<file path="src/rtl/pla_pkg.sv">
package pla_pkg;

  function automatic int cfg_bits(input int n_in, input int n_term, input int n_out);
    return 2 * n_in * n_term + n_term * n_out + 2 * n_out;
  endfunction

endpackage

</file>
<file path="src/rtl/pla_cfg_chain.sv">
module pla_cfg_chain #(
  parameter int W = 36
) (
  input  logic         clk_i,
  input  logic         rst_ni,
  input  logic         shift_i,
  input  logic         sin_i,
  output logic [W-1:0] cfg_o
);

  logic [W-1:0] cfg_q;
  logic [W-1:0] cfg_d;

  always_comb begin
    cfg_d = cfg_q;
    if (shift_i) begin
      cfg_d = {sin_i, cfg_q[W-1:1]};
    end
  end

  always_ff @(posedge clk_i or negedge rst_ni) begin
    if (!rst_ni) begin
      cfg_q <= '0;
    end else if (shift_i) begin
      cfg_q <= cfg_d;
    end
  end

  assign cfg_o = cfg_q;

  // new bit enters at the top
  a_r2_top_entry: assert property (@(posedge clk_i) disable iff (!rst_ni)
    shift_i |=> cfg_q[W-1] == $past(sin_i));

  // stored bits move down by one
  a_r2_move_down: assert property (@(posedge clk_i) disable iff (!rst_ni)
    shift_i |=> cfg_q[W-2:0] == $past(cfg_q[W-1:1]));

  // pattern held when not loading
  a_r8_hold: assert property (@(posedge clk_i) disable iff (!rst_ni)
    !shift_i |=> $stable(cfg_q));

endmodule

</file>
<file path="src/rtl/pla_and_plane.sv">
module pla_and_plane #(
  parameter int N_IN   = 3,
  parameter int N_TERM = 4
) (
  input  logic [N_IN-1:0]          in_i,
  input  logic [2*N_IN*N_TERM-1:0] sel_i,
  output logic [N_TERM-1:0]        term_o
);

  localparam int LW = 2 * N_IN;

  logic [LW-1:0] lit;

  for (genvar i = 0; i < N_IN; i++) begin : g_lit
    assign lit[2*i]   = in_i[i];
    assign lit[2*i+1] = ~in_i[i];
  end

  for (genvar t = 0; t < N_TERM; t++) begin : g_term
    assign term_o[t] = &(lit | ~sel_i[t*LW +: LW]);
  end

endmodule

</file>
<file path="src/rtl/pla_or_plane.sv">
module pla_or_plane #(
  parameter int N_TERM = 4,
  parameter int N_OUT  = 2
) (
  input  logic [N_TERM-1:0]       term_i,
  input  logic [N_TERM*N_OUT-1:0] sel_i,
  output logic [N_OUT-1:0]        sum_o
);

  for (genvar o = 0; o < N_OUT; o++) begin : g_sum
    assign sum_o[o] = |(term_i & sel_i[o*N_TERM +: N_TERM]);
  end

endmodule

</file>
<file path="src/rtl/pla_core.sv">
module pla_core #(
  parameter int N_IN   = 3,
  parameter int N_TERM = 4,
  parameter int N_OUT  = 2
) (
  input  logic             clk_i,
  input  logic             rst_ni,
  input  logic             load_en_i,
  input  logic             cfg_sin_i,
  input  logic [N_IN-1:0]  in_i,
  output logic [N_OUT-1:0] f_o
);

  localparam int AND_W = 2 * N_IN * N_TERM;
  localparam int OR_W  = N_TERM * N_OUT;
  localparam int POL_W = 2 * N_OUT;
  localparam int CFG_W = pla_pkg::cfg_bits(N_IN, N_TERM, N_OUT);
  localparam int LW    = 2 * N_IN;

  // reset synchronizer: asynchronous assert, clocked release
  logic [1:0] rst_sync_q;
  logic [1:0] rst_sync_d;
  logic       rst_n;

  always_comb rst_sync_d = {rst_sync_q[0], 1'b1};

  always_ff @(posedge clk_i or negedge rst_ni) begin
    if (!rst_ni) begin
      rst_sync_q <= 2'b00;
    end else begin
      rst_sync_q <= rst_sync_d;
    end
  end

  assign rst_n = rst_sync_q[1];

  logic [CFG_W-1:0]  cfg;
  logic [N_TERM-1:0] term;
  logic [N_OUT-1:0]  sum;
  logic [N_OUT-1:0]  pass;
  logic [N_OUT-1:0]  inv;

  pla_cfg_chain #(.W(CFG_W)) u_chain (
    .clk_i  (clk_i),
    .rst_ni (rst_n),
    .shift_i(load_en_i),
    .sin_i  (cfg_sin_i),
    .cfg_o  (cfg)
  );

  pla_and_plane #(.N_IN(N_IN), .N_TERM(N_TERM)) u_and (
    .in_i  (in_i),
    .sel_i (cfg[AND_W-1:0]),
    .term_o(term)
  );

  pla_or_plane #(.N_TERM(N_TERM), .N_OUT(N_OUT)) u_or (
    .term_i(term),
    .sel_i (cfg[AND_W +: OR_W]),
    .sum_o (sum)
  );

  for (genvar o = 0; o < N_OUT; o++) begin : g_pol
    assign pass[o] = cfg[AND_W + OR_W + 2*o];
    assign inv[o]  = cfg[AND_W + OR_W + 2*o + 1];
    assign f_o[o]  = ~load_en_i & ((pass[o] & sum[o]) ^ inv[o]);

    // a blocked sum leaves only the invert bit
    a_r7_blocked: assert property (@(posedge clk_i) disable iff (!rst_n)
      (!load_en_i && !pass[o]) |-> f_o[o] == inv[o]);

    // a sum with no terms is 0
    a_r6_empty_sum: assert property (@(posedge clk_i) disable iff (!rst_n)
      (cfg[AND_W + o*N_TERM +: N_TERM] == '0) |-> !sum[o]);
  end

  for (genvar t = 0; t < N_TERM; t++) begin : g_term_chk
    // an unconnected term is 1
    a_r4_empty_term: assert property (@(posedge clk_i) disable iff (!rst_n)
      (cfg[t*LW +: LW] == '0) |-> term[t]);

    for (genvar i = 0; i < N_IN; i++) begin : g_lit_chk
      // both forms of one input kill the term
      a_r5_contra: assert property (@(posedge clk_i) disable iff (!rst_n)
        (cfg[t*LW + 2*i] && cfg[t*LW + 2*i + 1]) |-> !term[t]);
    end
  end

  // quiet outputs while loading
  a_r3_quiet: assert property (@(posedge clk_i) disable iff (!rst_n)
    load_en_i |-> f_o == '0);

  // no output active straight after reset release
  a_r1_clear: assert property (@(posedge clk_i) disable iff (!rst_ni)
    $rose(rst_n) |-> f_o == '0);

  // the pattern bits exactly fill the chain
  initial a_r2_width: assert (CFG_W == AND_W + OR_W + POL_W);

endmodule

</file>
<file path="config.mk">
export PLATFORM = sky130hd
export DESIGN_NAME = pla_core
export DESIGN_NICKNAME = d
export VERILOG_FILES = /design/src/rtl/pla_pkg.sv /design/src/rtl/pla_cfg_chain.sv /design/src/rtl/pla_and_plane.sv /design/src/rtl/pla_or_plane.sv /design/src/rtl/pla_core.sv
export SDC_FILE = /design/constraint.sdc
export NUM_CORES = 1
export LEC_CHECK = 0
export BUFFER_PORTS_ARGS = -buffer_cell sky130_fd_sc_hd__buf_2
export CAP_MARGIN = 20
export CORE_ASPECT_RATIO = 0.6
export CORE_UTILIZATION = 40
export CTS_BUF_LIST = sky130_fd_sc_hd__clkbuf_2
export CTS_CLUSTER_SIZE = 16
export DETAILED_ROUTE_END_ITERATION = 12
export PLACE_DENSITY_LB_ADDON = 0.15
export SYNTH_ARGS = -nofsm -noshare
export SYNTH_HDL_FRONTEND = slang
export SYNTH_SLANG_ARGS = --single-unit
</file>
<file path="constraint.sdc">
create_clock -name clk_i -period 1.6 [get_ports clk_i]
set_input_delay 0.08 -clock clk_i [delete_from_list [all_inputs] [get_ports clk_i]]
set_output_delay 0.08 -clock clk_i [all_outputs]
set_load 0.01 [all_outputs]
</file>
==> results_dict.tcl <==
set metrics [dict create \
    clock_tree.root_cell "clkbuf_2" \
    port_buffers 8 \
    nets 139 \
    clock-skew-final_ns 0.0108 \
    powerDensity_nw_per_um2 1420 \
    wl_um 2910 \
    fp.dieH_um 51.9 \
    synth_cell_types 16 \
    final_common_cell "dfrtp_1" \
    rows 17 \
    violations "setup timing" \
    min_period_over_period 1.15 \
    start_kind "register" \
    syn-num-nets 124 \
    rsz0062_at_grt "true" \
    yosys.area.top_type "dfrtp_1" \
    crit_type "reg2out" \
    min_period_ns 1.84 \
    place_area_um2 1730 \
    timing.fmax_mhz 543 \
    post-synth-top-area-fraction 0.573 \
    grt_first_pass_wirelength_um 4810 \
    cts_tree "built" \
    cts_htree_levels 2 \
    die-area_um2 4420 \
    required_ns 1.52 \
    p_leak_uw 0.000874 \
    cts_buffers 5 \
    num_io_pins 9 \
    antenna_found_initial 0 \
    drtIter0Drc 17 \
    hold_viol 0 \
    cp-startpoint "u_chain.cfg_o[15]" \
    coreArea_um2 3810 \
    stdcell_area_um2 1840 \
    peakVddDrop_mv 0.552 \
    ant_nets 0 \
    status "finished, violations left" \
    grt_overflow_total 0 \
    first_global_vias 945 \
    fin_ws_ns -0.241 \
    vias 941 \
    synthCells 117 \
    start_util 0.436 \
    firstDrtPassIters 6 \
    grt_start_max_net_pins 43 \
    critPathArrivalTime_ns 1.76 \
    setup_viol 2 \
    slew_violations 0 \
    gp_congestion 0.782 \
    hold_class "in2reg" \
    dp_slack_ns 0.157 \
    drc_errors 0 \
    maxCapViolCount 0 \
    clkTransAtPathRegs_ns 0.18 \
    synth_area_um2 1660 \
    clock_latency_ns 0.38 \
    vias_per_cell 5.26 \
    track_usage 0.153 \
    cp-end-kind "output pin" \
    rr_startpoint "u_chain.cfg_o[10]" \
    r2r_slack_ns 0.64 \
    drive_above_1_share 0.379 \
    final_cell_mix "dfrtp_1, mux2_2, mux2_1" \
    dp.final_hpwl_um 2010 \
    avgSynthCellArea_um2 14.2 \
    rr_worst_depth 2 \
    cts_buffer_depth 2 \
    routedWlPerCell_um 16.2 \
    area_growth_pct 11.0 \
    ys_ff_latch 38 \
    synthesis.yosys.warnings 0 \
    critPathCapture "f_o[1]" \
    clock_sinks 38 \
    crit_path_max_fanout 3 \
    antenna_cells 0 \
    ys_seq_area_frac 0.573 \
    synthTopCellsByArea "dfrtp_1, mux2_2, mux2i_1" \
    reg2reg_to "u_chain.cfg_o[9]" \
    die_w_um 85.2 \
]
[cells in the mapped netlist]
master	n
a41oi_2	2
buf_2	4
buf_6	3
clkbuf_1	1
conb_1	1
dfrtp_1	38
inv_1	2
mux2_1	12
mux2_2	20
mux2i_1	14
nand2_1	6
nand2b_1	2
nand4_1	8
o21ai_0	2
or2_1	1
or2_2	1
[through the flow]
step | power (µW) | hold slack [ns] | instances | util | TNS [ns]
after floorplan | 1930 | -0.216 | 117 | - | 0
after global placement | 2100 | -0.136 | 166 | 0.454 | 0
after detailed placement | 2130 | -0.133 | 166 | 0.454 | 0
after CTS | 2560 | 0.111 | 176 | 0.474 | -0.521
after global routing | 2800 | 0.0955 | 179 | 0.484 | -0.723
final | 2620 | 0.123 | 179 | 0.484 | -0.482
[metal layers]
layer  GRT usage  up-vias  wire, µm
met1       0.225      473      1600
li1            -      448         -
met2       0.200       13      1130
met4      0.0678        0        50
met3      0.0524        7       119
met5           0        -         0
[flip-flops by register name (all words and copies together), names as in the netlist]
| register | flops |
|---|---|
| rst_sync_q | 2 |
| u_chain.cfg_o | 36 |
[area by class of cell]
type,instances,area (µm²)
fillers,339,1960
multi-input cells,69,671
clock buffers,5,25.0
repair buffers,16,120
well taps,47,58.8
inverters,2,7.51
flip-flops and latches,38,951
clock inverters,2,10.0
[worst max-delay path, cell delays in order, from the launching register on]
cell	delay [ns]
dfrtp_1	0.44
mux2i_2	0.21
nand4_1	0.15
a41oi_2	0.22
mux2i_1	0.21
buf_2	0.15
[power by group]
| group | internal (µW) | total, µW | switching, µW |
|---|---|---|---|
| clock network | 94.7 | 397 | 302 |
| logic | 407 | 698 | 290 |
| registers | 1270 | 1530 | 261 |
| total | 1770 | 2620 | 853 |
[worst min-delay path by stage]
stage / startpoint / endpoint / slack [ns] / cells past startpoint
floorplan: rst_ni / rst_sync_q[0] / -0.22 / 0
global placement: rst_ni / rst_sync_q[1] / -0.14 / 1
detailed placement: rst_ni / rst_sync_q[0] / -0.13 / 1
CTS: load_en_i / u_chain.cfg_o[35] / 0.11 / 4
global route: load_en_i / u_chain.cfg_o[35] / 0.1 / 4
finish: load_en_i / u_chain.cfg_o[35] / 0.12 / 4
[timing repair]
action / in CTS / in global routing
buffers inserted: 0 / 3
endpoints found under the setup margin: 2 / 2
gates resized for setup: 3 / 4
hold buffers: 3 / 0
pin swaps: 2 / 3
endpoints found under the hold margin: 3 / 0
[logic make-up (layout without fill, tap and decap cells)]
family | count (synthesis) | in the layout | synth area share
muxes | 46 | 46 | 0.301
buffers and inverters | 10 | 25 | 0.0392
AOI/OAI and AO/OA | 4 | 4 | 0.0256
DFF | 38 | 38 | 0.573
other | 1 | 1 | 0.00226
and+or+nand+nor | 18 | 18 | 0.0588
Power figures use the tool's default switching activity.
